==> config.mk <==
export PLATFORM = sky130hd
export DESIGN_NAME = csa_mac
export DESIGN_NICKNAME = d
export VERILOG_FILES = /design/src/rtl/csa_mac_pkg.sv /design/src/rtl/booth_pp_gen.sv /design/src/rtl/csa_tree.sv /design/src/rtl/mac_final_add.sv /design/src/rtl/csa_mac.sv
export SDC_FILE = /design/constraint.sdc
export NUM_CORES = 1
export LEC_CHECK = 0
export ABC_CLOCK_PERIOD_IN_PS = 28900
export CORE_AREA = 3 3 163 165
export DETAILED_ROUTE_END_ITERATION = 8
export DIE_AREA = 0 0 166 168
export PLACE_DENSITY_LB_ADDON = 0.05
export SLEW_MARGIN = 10
export SYNTH_ARGS = -nofsm -noshare
export SYNTH_HDL_FRONTEND = slang
export SYNTH_SLANG_ARGS = --single-unit
==> constraint.sdc <==
create_clock -name clk -period 28.9 [get_ports clk]
set_input_delay 5.78 -clock clk [delete_from_list [all_inputs] [get_ports clk]]
set_output_delay 5.78 -clock clk [all_outputs]
set_load 0.05 [all_outputs]
==> src/rtl/csa_mac_pkg.sv <==
package csa_mac_pkg;

   typedef enum logic [2:0] {
      DIG_ZERO,
      DIG_POS1,
      DIG_POS2,
      DIG_NEG1,
      DIG_NEG2
   } booth_dig_t;

   // Radix-4 recoding of one overlapping triplet {high, mid, low}
   function automatic booth_dig_t recode(input logic [2:0] trip);
      booth_dig_t d;
      unique case (trip)
         3'b001, 3'b010: d = DIG_POS1;
         3'b011:         d = DIG_POS2;
         3'b100:         d = DIG_NEG2;
         3'b101, 3'b110: d = DIG_NEG1;
         default:        d = DIG_ZERO;
      endcase
      return d;
   endfunction

endpackage

==> src/rtl/booth_pp_gen.sv <==
module booth_pp_gen
   import csa_mac_pkg::*;
#(
   parameter int OP_W  = 16,
   parameter int ACC_W = 34,
   localparam int NPP  = OP_W / 2
) (
   input  logic [OP_W-1:0]             mcand,
   input  logic [OP_W-1:0]             mplier,
   output logic [NPP-1:0][ACC_W-1:0]   pp
);

   if ((OP_W % 2) != 0) begin : g_bad_op_w
      $error("booth_pp_gen: OP_W must be even");
   end

   logic [ACC_W-1:0] ext1;
   logic [ACC_W-1:0] ext2;

   assign ext1 = {{(ACC_W-OP_W){mcand[OP_W-1]}}, mcand};
   assign ext2 = ext1 << 1;

   for (genvar j = 0; j < NPP; j++) begin : g_row
      logic [2:0]       trip;
      logic [ACC_W-1:0] mult;

      if (j == 0) begin : g_first
         assign trip = {mplier[1], mplier[0], 1'b0};
      end else begin : g_rest
         assign trip = mplier[2*j+1 : 2*j-1];
      end

      always_comb begin
         unique case (recode(trip))
            DIG_POS1: mult = ext1;
            DIG_POS2: mult = ext2;
            DIG_NEG1: mult = ~ext1 + 1'b1;
            DIG_NEG2: mult = ~ext2 + 1'b1;
            default:  mult = '0;
         endcase
      end

      assign pp[j] = mult << (2*j);
   end

endmodule

==> src/rtl/csa_tree.sv <==
module csa_tree #(
   parameter int W = 34,
   parameter int N = 11
) (
   input  logic [N-1:0][W-1:0] ops,
   output logic [W-1:0]        sum_o,
   output logic [W-1:0]        carry_o
);

   if (N < 3) begin : g_bad_n
      $error("csa_tree: needs at least three operands");
   end

   logic [N-2:0][W-1:0] s;
   logic [N-2:0][W-1:0] c;

   assign s[0] = ops[0];
   assign c[0] = ops[1];

   for (genvar i = 1; i <= N-2; i++) begin : g_stage
      logic [W-1:0] x;
      assign x    = ops[i+1];
      assign s[i] = s[i-1] ^ c[i-1] ^ x;
      assign c[i] = ((s[i-1] & c[i-1]) | (s[i-1] & x) | (c[i-1] & x)) << 1;
   end

   assign sum_o   = s[N-2];
   assign carry_o = c[N-2];

endmodule

==> src/rtl/mac_final_add.sv <==
module mac_final_add #(
   parameter int W = 34,
   parameter int E = 2
) (
   input  logic [W-1:0] sum_i,
   input  logic [W-1:0] carry_i,
   input  logic         cin_i,
   output logic [W-1:0] value_o
);

   localparam int HI_W = W - E;

   logic [HI_W-1:0] hi;

   assign hi      = sum_i[W-1:E] + carry_i[W-1:E] + HI_W'(cin_i);
   assign value_o = {hi, sum_i[E-1:0]};

endmodule

==> src/rtl/csa_mac.sv <==
module csa_mac
   import csa_mac_pkg::*;
#(
   parameter int OP_W      = 16,
   parameter int ACC_W     = 34,
   parameter int MAX_TERMS = 8,
   parameter int EARLY_W   = 2
) (
   input  logic             clk,
   input  logic             rst_n,
   input  logic             acc_clear,
   input  logic             in_valid,
   input  logic             in_last,
   input  logic [OP_W-1:0]  op_a,
   input  logic [OP_W-1:0]  op_b,
   output logic [ACC_W-1:0] acc_result,
   output logic             acc_done
);

   localparam int NPP   = OP_W / 2;
   localparam int NIN   = NPP + 3;
   localparam int CNT_W = $clog2(MAX_TERMS + 1);

   if (ACC_W < 2*OP_W) begin : g_bad_acc_w
      $error("csa_mac: ACC_W must hold a full product");
   end
   if (EARLY_W < 1 || EARLY_W >= ACC_W) begin : g_bad_early_w
      $error("csa_mac: EARLY_W out of range");
   end
   if (MAX_TERMS < 1) begin : g_bad_terms
      $error("csa_mac: MAX_TERMS must be positive");
   end

   logic [ACC_W-1:0]          sum_q, carry_q;
   logic                      cin_q;
   logic [CNT_W-1:0]          count_q;
   logic                      done_q;

   logic [NPP-1:0][ACC_W-1:0] pp;
   logic [NIN-1:0][ACC_W-1:0] tree_in;
   logic [ACC_W-1:0]          tree_s, tree_c;
   logic [EARLY_W:0]          low_add;
   logic                      accept;
   logic                      close_seq;

   booth_pp_gen #(.OP_W(OP_W), .ACC_W(ACC_W)) u_pp (
      .mcand  (op_a),
      .mplier (op_b),
      .pp     (pp)
   );

   for (genvar k = 0; k < NPP; k++) begin : g_tree_in
      assign tree_in[k] = pp[k];
   end
   assign tree_in[NPP]   = sum_q;
   assign tree_in[NPP+1] = carry_q;
   assign tree_in[NPP+2] = ACC_W'(cin_q) << EARLY_W;

   csa_tree #(.W(ACC_W), .N(NIN)) u_tree (
      .ops     (tree_in),
      .sum_o   (tree_s),
      .carry_o (tree_c)
   );

   // settle the lowest bits of the pair before storing it
   assign low_add = {1'b0, tree_s[EARLY_W-1:0]} + {1'b0, tree_c[EARLY_W-1:0]};

   assign accept    = in_valid && !done_q && !acc_clear;
   assign close_seq = in_last || (count_q == CNT_W'(MAX_TERMS - 1));

   always_ff @(posedge clk) begin
      if (!rst_n || acc_clear) begin
         sum_q   <= '0;
         carry_q <= '0;
         cin_q   <= 1'b0;
         count_q <= '0;
         done_q  <= 1'b0;
      end else if (accept) begin
         sum_q   <= {tree_s[ACC_W-1:EARLY_W], low_add[EARLY_W-1:0]};
         carry_q <= {tree_c[ACC_W-1:EARLY_W], {EARLY_W{1'b0}}};
         cin_q   <= low_add[EARLY_W];
         count_q <= count_q + 1'b1;
         done_q  <= close_seq;
      end
   end

   mac_final_add #(.W(ACC_W), .E(EARLY_W)) u_final (
      .sum_i   (sum_q),
      .carry_i (carry_q),
      .cin_i   (cin_q),
      .value_o (acc_result)
   );

   assign acc_done = done_q;

   AST_RESET_CLEAN: assert property (@(posedge clk)
      !rst_n |=> (acc_result == '0) && !acc_done);

   AST_CLEAR_WINS: assert property (@(posedge clk) disable iff (!rst_n)
      acc_clear |=> (acc_result == '0) && !acc_done);

   AST_IDLE_HOLD: assert property (@(posedge clk) disable iff (!rst_n)
      (!in_valid && !acc_clear) |=> $stable(acc_result) && $stable(acc_done));

   AST_DONE_FREEZE: assert property (@(posedge clk) disable iff (!rst_n)
      (acc_done && !acc_clear) |=> acc_done && $stable(acc_result));

   AST_EIGHTH_CLOSES: assert property (@(posedge clk) disable iff (!rst_n)
      (in_valid && !acc_done && !acc_clear && count_q == CNT_W'(MAX_TERMS - 1))
      |=> acc_done);

   AST_LAST_CLOSES: assert property (@(posedge clk) disable iff (!rst_n)
      (in_valid && in_last && !acc_done && !acc_clear) |=> acc_done);

   AST_COUNT_BOUND: assert property (@(posedge clk) disable iff (!rst_n)
      count_q <= CNT_W'(MAX_TERMS));

endmodule

==> impl_metrics.csv, run 1 <==
group,metric,value,unit
detailed_routing,dr_total_vias,16082,
die,start_util,0.647,
yosys,syn-instance-count,2122,
clocking,cts_tree,"yes",
run,max_cap_viol_count,0,
cells_and_area,nets,2388,
clocking,cts.path.max_buffers,2,
placement,hpwl,39500,microns
clocking,post_cts_buffers,0,
setup_path,reg2reg_depth,11,
sta,finalClockSkew,9.78,ps
sta,finalCriticalPeriod,15320,ps
die,io_pins,72,
cells_and_area,multi_input_area,13500,sq um
die,num_rows,58,
detailed_routing,drc,0,
setup_path,cp_slowest_cell,"clkdlybuf4s50_1",
status,status,"completed",
detailed_routing,wl,53200,microns
placement,place_area,16900,sq um
detailed_routing,vias_per_cell,6.74,
placement,routabilityCongestion,1.01,
die,die_area,27900,sq um
setup_path,cp-start-kind,"input port",
setup_path,cp.required,29190,ps
global_route,grtUsageTotal,0.374,
yosys,async_reset_ff_frac,0,
setup_path,cp_common_cell,"fa_1",
die,die_x,166,microns
power,powerDensity,97.7,nW/um^2
clocking,clk_pin_slew_worst_paths,70,ps
yosys,syn_area,16300,sq um
setup_path,cp_max_fo,11,
global_route,grt_pass1_vias,15326,
clocking,htree_levels,3,
global_route,grt_max_degree,82,
cells_and_area,final_core_util,0.685,
sta,setup_violations,0,
yosys,synth-main-ff-cell,"dfxtp_1",
yosys,synth_area_per_cell,7.68,sq um
yosys,synth-seq-cells,70,
setup_path,crit_path_start,"op_a[0]",
sta,fmax,65.3,MHz
sta,finalCritPeriodShare,0.530,
global_route,grt_pass1_wl,83900,microns
detailed_routing,firstDrtPassIters,6,
sta,max_slew_margin,0.232,
cells_and_area,final_area,17300,sq um
sta,finalSetupTns,0,ps
cells_and_area,seqCellArea,1400,sq um
setup_path,path_class,"in -> reg",
sta,hold_violations,0,
sta,worstMarginPinSlew,1140,ps
setup_path,cp.arrival,15610,ps
cells_and_area,drive_gt1_frac,0.0540,
yosys,synth_cell_types,80,
yosys,yosysWarnings,0,
global_route,grt_remaining_overflow,0,
yosys,synth-edff-count,0,
cells_and_area,area_growth,5.90,%
sta,drv_slew,0,
placement,port_buffers,71,
power,ir_drop,129,uV
clocking,clock_sinks,70,
clocking,cts_resized,0,
setup_path,reg2reg_from,"sum_q[32]$_SDFFE_PP0P_",
detailed_routing,drt_iter0_drc,2565,
clocking,cts_root_buf,"clkbuf_16",
yosys,syn-num-nets,2461,
setup_path,end_kind,"register",
setup_path,critPathCapture,"sum_q[33]$_SDFFE_PP0P_",
setup_path,worstReg2RegEnd,"sum_q[33]$_SDFFE_PP0P_",
clocking,insertion_delay,340,ps
cells_and_area,fill_cells,2145,
setup_path,critical_path.max_stage_delay,720,ps
clocking,cts_made_buffers,9,
die,die_y,168,microns
detailed_routing,wire_per_inst,22.3,microns
global_route,antenna_found_initial,1,
hold_path,min_path_type,"reg -> reg",
detailed_routing,ant_nets,0,
die,coreArea,25200,sq um
clocking,hold_buffers,0,
power,p_leak,7.21,nW
yosys,yosysSeqAreaShare,0.0860,
setup_path,r2r_setup_slack,25700,ps
sta,rsz0062_at_grt,"false",
==> cells in the mapped netlist, types with 20 or more instances <==
library cell  number  area [sq um]
a221oi_1          23           201
fa_1             200          4000
clkbuf_1         168           631
o211ai_1          23           173
a21oi_1          251          1260
nand2_1          280          1050
dfxtp_1           70          1400
o21ai_0           94           470
a31oi_1           40           250
inv_1            161           604
a211o_1           20           175
buf_1             22          82.6
ha_1             102          1280
nor2_1           146           548
o22ai_1           49           307
xnor2_1           65           569
a211oi_1          27           203
a21o_1            20           150
nor3_1            25           125
mux2i_1           53           531
xor2_1            25           219
==> worst min path at each step <==
stage / from / cells past startpoint / slack, ps / to
floorplan: carry_q[33]$_SDFFE_PP0P_ / 2 / 450 / carry_q[33]$_SDFFE_PP0P_
global placement: carry_q[33]$_SDFFE_PP0P_ / 2 / 460 / carry_q[33]$_SDFFE_PP0P_
detailed placement: count_q[1]$_SDFFE_PP0P_ / 2 / 480 / count_q[1]$_SDFFE_PP0P_
CTS: count_q[1]$_SDFFE_PP0P_ / 2 / 490 / count_q[1]$_SDFFE_PP0P_
global route: sum_q[10]$_SDFFE_PP0P_ / 2 / 500 / sum_q[10]$_SDFFE_PP0P_
finish: count_q[1]$_SDFFE_PP0P_ / 2 / 480 / count_q[1]$_SDFFE_PP0P_
==> registers in the layout, indices dropped and copies added (netlist names) <==
register,count
sum_q,34
carry_q,31
count_q,4
acc_done,1
==> cell usage in the layout (no fill, tap or decap), types with 40 or more instances in the layout <==
master and n:
buf_4 43, inv_1 161, a31oi_1 40, o21ai_0 94, mux2i_1 53, o22ai_1 49, a21oi_1 251, nand2_1 280
nor2_1 146, fa_1 200, ha_1 102, xnor2_1 65, clkdlybuf4s50_1 61, dfxtp_1 70
==> critical path: cells and delay by family <==
family | cells | cell delay, ps
AOI/OAI and AO/OA | 2 | 490
adders and majority gates | 9 | 4450
and+or+nand+nor | 7 | 1940
buffers and inverters | 9 | 1750
xor gates and xnor gates | 6 | 1200
==> area by class of cell <==
type / instances / area share
Multi-Input combinational cell: 1689 / 0.783
Sequential cell: 70 / 0.0812
Timing Repair Buffer: 114 / 0.0570
Inverter: 165 / 0.0359
Tap cell: 330 / 0.0239
Clock buffer: 10 / 0.0139
Clock inverter: 6 / 0.00493
Antenna cell: 1 / 0.000145
==> report_power, final <==
part           switching, mW  internal [mW]  total [mW]
registers             0.0107          0.107       0.118
logic                  0.801          0.644        1.44
clock network         0.0449         0.0776       0.123
total                  0.856          0.829        1.69
==> metrics by stage <==
stage               hold slack, ps  cells  setup slack (ps)  power (mW)
floorplan                      448   2122             14260        1.21
global placement               460   2368             13460        1.52
detailed placement             478   2368             13290        1.58
CTS                            486   2384             13610        1.71
global route                   499   2384             12810        1.94
finish                         482   2385             13580        1.69
==> routing by layer <==
layer	vias to the layer above	GRT usage	part of all wire
met5	-	0	0
met4	0	0.171	0.055
met3	207	0.0836	0.11
met2	1025	0.584	0.45
met1	7618	0.499	0.38
li1	7232	-	-
==> kinds of logic after synthesis <==
logic type,count (synthesis),share of synthesized area
flip-flops,70,0.0860
adder cells (fa/ha/maj),302,0.324
multiplexers,61,0.0382
buffers and inverters,363,0.0852
AO/OA/AOI/OAI,673,0.261
AND/OR/NAND/NOR,560,0.153
XOR/XNOR,93,0.0525
(Power assumes the default switching activity.)
==> run 2: changes to the inputs <==
- ABC_CLOCK_PERIOD_IN_PS: 28900 -> 14900
- CORE_AREA: 3 3 163 165 -> 3 3 164 166
- DIE_AREA: 0 0 166 168 -> 0 0 167 169
- clock period: 28.9 -> 14.9 ns (I/O delays scaled with it)
==> run 2 against run 1 <==
Compared with the run above:
- clock power grew 76%
- utilization shrank 1.6 points
- routed wire length shrank 1.4%
- largest cell class unchanged
- final cell count grew 0.25%
- total power grew 92%
- critical path depth is the same
- highest routed layer is now met5
- clock skew shrank 3.7 ps
- via count shrank 0.63%
- flip-flop and latch count is the same
- combinational power grew 94%
==> impl_metrics.csv, run 2 (synthesis gave the netlist of run 1 again) <==
group,metric,value,unit
clocking,cts.path.max_buffers,2,
sta,hold_violations,0,
detailed_routing,drc,0,
cells_and_area,reg_top3,"sum_q x34, carry_q x31, count_q x4",
sta,rsz0062_at_grt,"false",
clocking,cts_tree,"yes",
die,io_pins,72,
power,p_int,1.59,mW
cells_and_area,area_growth,5.85,%
cells_and_area,final_core_util,0.669,
status,status,"completed",
power,powerDensity,188,nW/um^2
setup_path,worstReg2RegEnd,"sum_q[33]$_SDFFE_PP0P_",
placement,dp_cells,2376,
die,start_util,0.632,
hold_path,hp-start,"carry_q[4]$_SDFFE_PP0P_",
detailed_routing,drt_iter0_drc,2293,
setup_path,cp-start-kind,"input port",
power,clkPwrFrac,0.067,
clocking,post_cts_buffers,0,
detailed_routing,wire_per_inst,22.0,microns
detailed_routing,firstDrtPassIters,6,
clocking,cts_root_buf,"clkbuf_16",
setup_path,cp.arrival,12900,ps
sta,timing.final.ws_setup,2280,ps
clocking,clock_sinks,70,
global_route,met2_usage,0.572,
cells_and_area,final_cell_mix,"nand2_1 (280), a21oi_1 (251), fa_1 (200), inv_1 (161), nor2_1 (146)",
power,swShare,0.510,
hold_path,min_path_type,"reg -> reg",
die,die_area,28200,sq um
setup_path,end_kind,"register",
die,die_x,167,microns
sta,finalSetupTns,0,ps
clocking,cts_resized,0,
setup_path,cp_slowest_cell,"clkdlybuf4s50_1",
cells_and_area,largest_reg_flops,34,
power,power,3.24,mW
global_route,grt_pass1_wl,83000,microns
cells_and_area,mostFrequentLayoutCell,"nand2_1",
global_route,grt_max_degree,82,
cells_and_area,fin_cells,2391,
sta,finalCriticalPeriod,12620,ps
setup_path,path_class,"in -> reg",
clocking,hold_buffers,0,
placement,routabilityCongestion,0.972,
run,max_cap_viol_count,0,
clocking,insertion_delay,340,ps
cells_and_area,drive_gt1_frac,0.0545,
cells_and_area,diodes,0,
power,ir_drop,237,uV
setup_path,reg2reg_depth,11,
detailed_routing,ant_nets,0,
sta,setup_violations,0,
cells_and_area,largest-register,"sum_q",
setup_path,cp_common_cell,"fa_1",
global_route,use_met3,0.0708,
setup_path,cp_max_fo,11,
placement,port_buffers,71,
die,die_y,169,microns
global_route,grt_util_met1,0.499,
sta,fmax,79.3,MHz
sta,finalCritPeriodShare,0.847,
cells_and_area,final_area,17200,sq um
sta,drv_slew,0,
cells_and_area,fill_cells,2266,
sta,worstMarginPinSlew,1240,ps
sta,max_slew_margin,0.165,
setup_path,cp.required,15180,ps
hold_path,holdPathEnd,"carry_q[4]$_SDFFE_PP0P_",
power,pwr-share-comb,0.863,
power,netSwitchingPower,1.66,mW
hold_path,hold-path-cell-count,2,
die,coreArea,25800,sq um
clocking,cts_made_buffers,9,
detailed_routing,wl,52500,microns
setup_path,r2r_setup_slack,11600,ps
global_route,grt_remaining_overflow,0,
placement,place_area,17000,sq um
placement,dp_slack,1900,ps
sta,holdWs,476,ps
cells_and_area,nets,2391,
power,p_seq_frac,0.071,
detailed_routing,vias_per_cell,6.68,
setup_path,reg2reg_from,"sum_q[32]$_SDFFE_PP0P_",
sta,finalClockSkew,6.04,ps
clocking,clk_pin_slew_worst_paths,60,ps
global_route,antenna_found_initial,1,
die,num_rows,59,
placement,hpwl,39400,microns
power,p_leak,7.21,nW
global_route,grt_pass1_vias,15251,
global_route,grtUsageTotal,0.366,
global_route,grt.busiest_layer,"met2",
detailed_routing,dr_total_vias,15981,
setup_path,critical_path.max_stage_delay,660,ps
clocking,htree_levels,3,
==> run 2: worst max-delay path by stage <==
stage | start | slack, ps | endpoint | cells after the start
after floorplan | op_a[0] | 3060 | sum_q[33]$_SDFFE_PP0P_ | 35
after global placement | op_a[0] | 2260 | sum_q[33]$_SDFFE_PP0P_ | 33
after detailed placement | op_a[0] | 1900 | sum_q[33]$_SDFFE_PP0P_ | 33
after CTS | op_a[0] | 2260 | sum_q[33]$_SDFFE_PP0P_ | 33
after global routing | op_a[0] | 1640 | sum_q[33]$_SDFFE_PP0P_ | 33
final | op_a[0] | 2280 | sum_q[33]$_SDFFE_PP0P_ | 33
==> run 2: power groups by stage <==
stage                     clock network, mW  registers [mW]  logic (mW)
after CTS                             0.219           0.229        2.84
after detailed placement                  0           0.233        2.81
after global placement                    0           0.233        2.72
after global routing                  0.227           0.232        3.27
after floorplan                           0           0.227        2.12
final                                 0.217           0.229        2.80
==> run 2: critical path, delay by kind of cell <==
kind	cells	cell delay [ps]
compound gates	2	490
xor+xnor	6	1290
fa+ha+maj	9	4470
buf+inv	9	1650
simple gates	7	1990
==> run 2: layer usage <==
metal  wire length (microns)  vias up  share of wire
li1                        -     7226              -
met1                   20400     7631           0.39
met2                   23900      932           0.46
met3                    5460      190           0.10
met4                    2740        2          0.052
met5                      13        -        0.00025
==> run 2: final cells by class <==
class / count / area [sq um] / share of cell area
clock buffers: 11 / 243 / 0.0141
clock inverters: 4 / 47.5 / 0.00276
inverters: 165 / 619 / 0.0359
multi-input cells: 1689 / 13500 / 0.783
flip-flops and latches: 70 / 1400 / 0.0813
well taps: 335 / 419 / 0.0243
repair buffers: 117 / 1010 / 0.0583
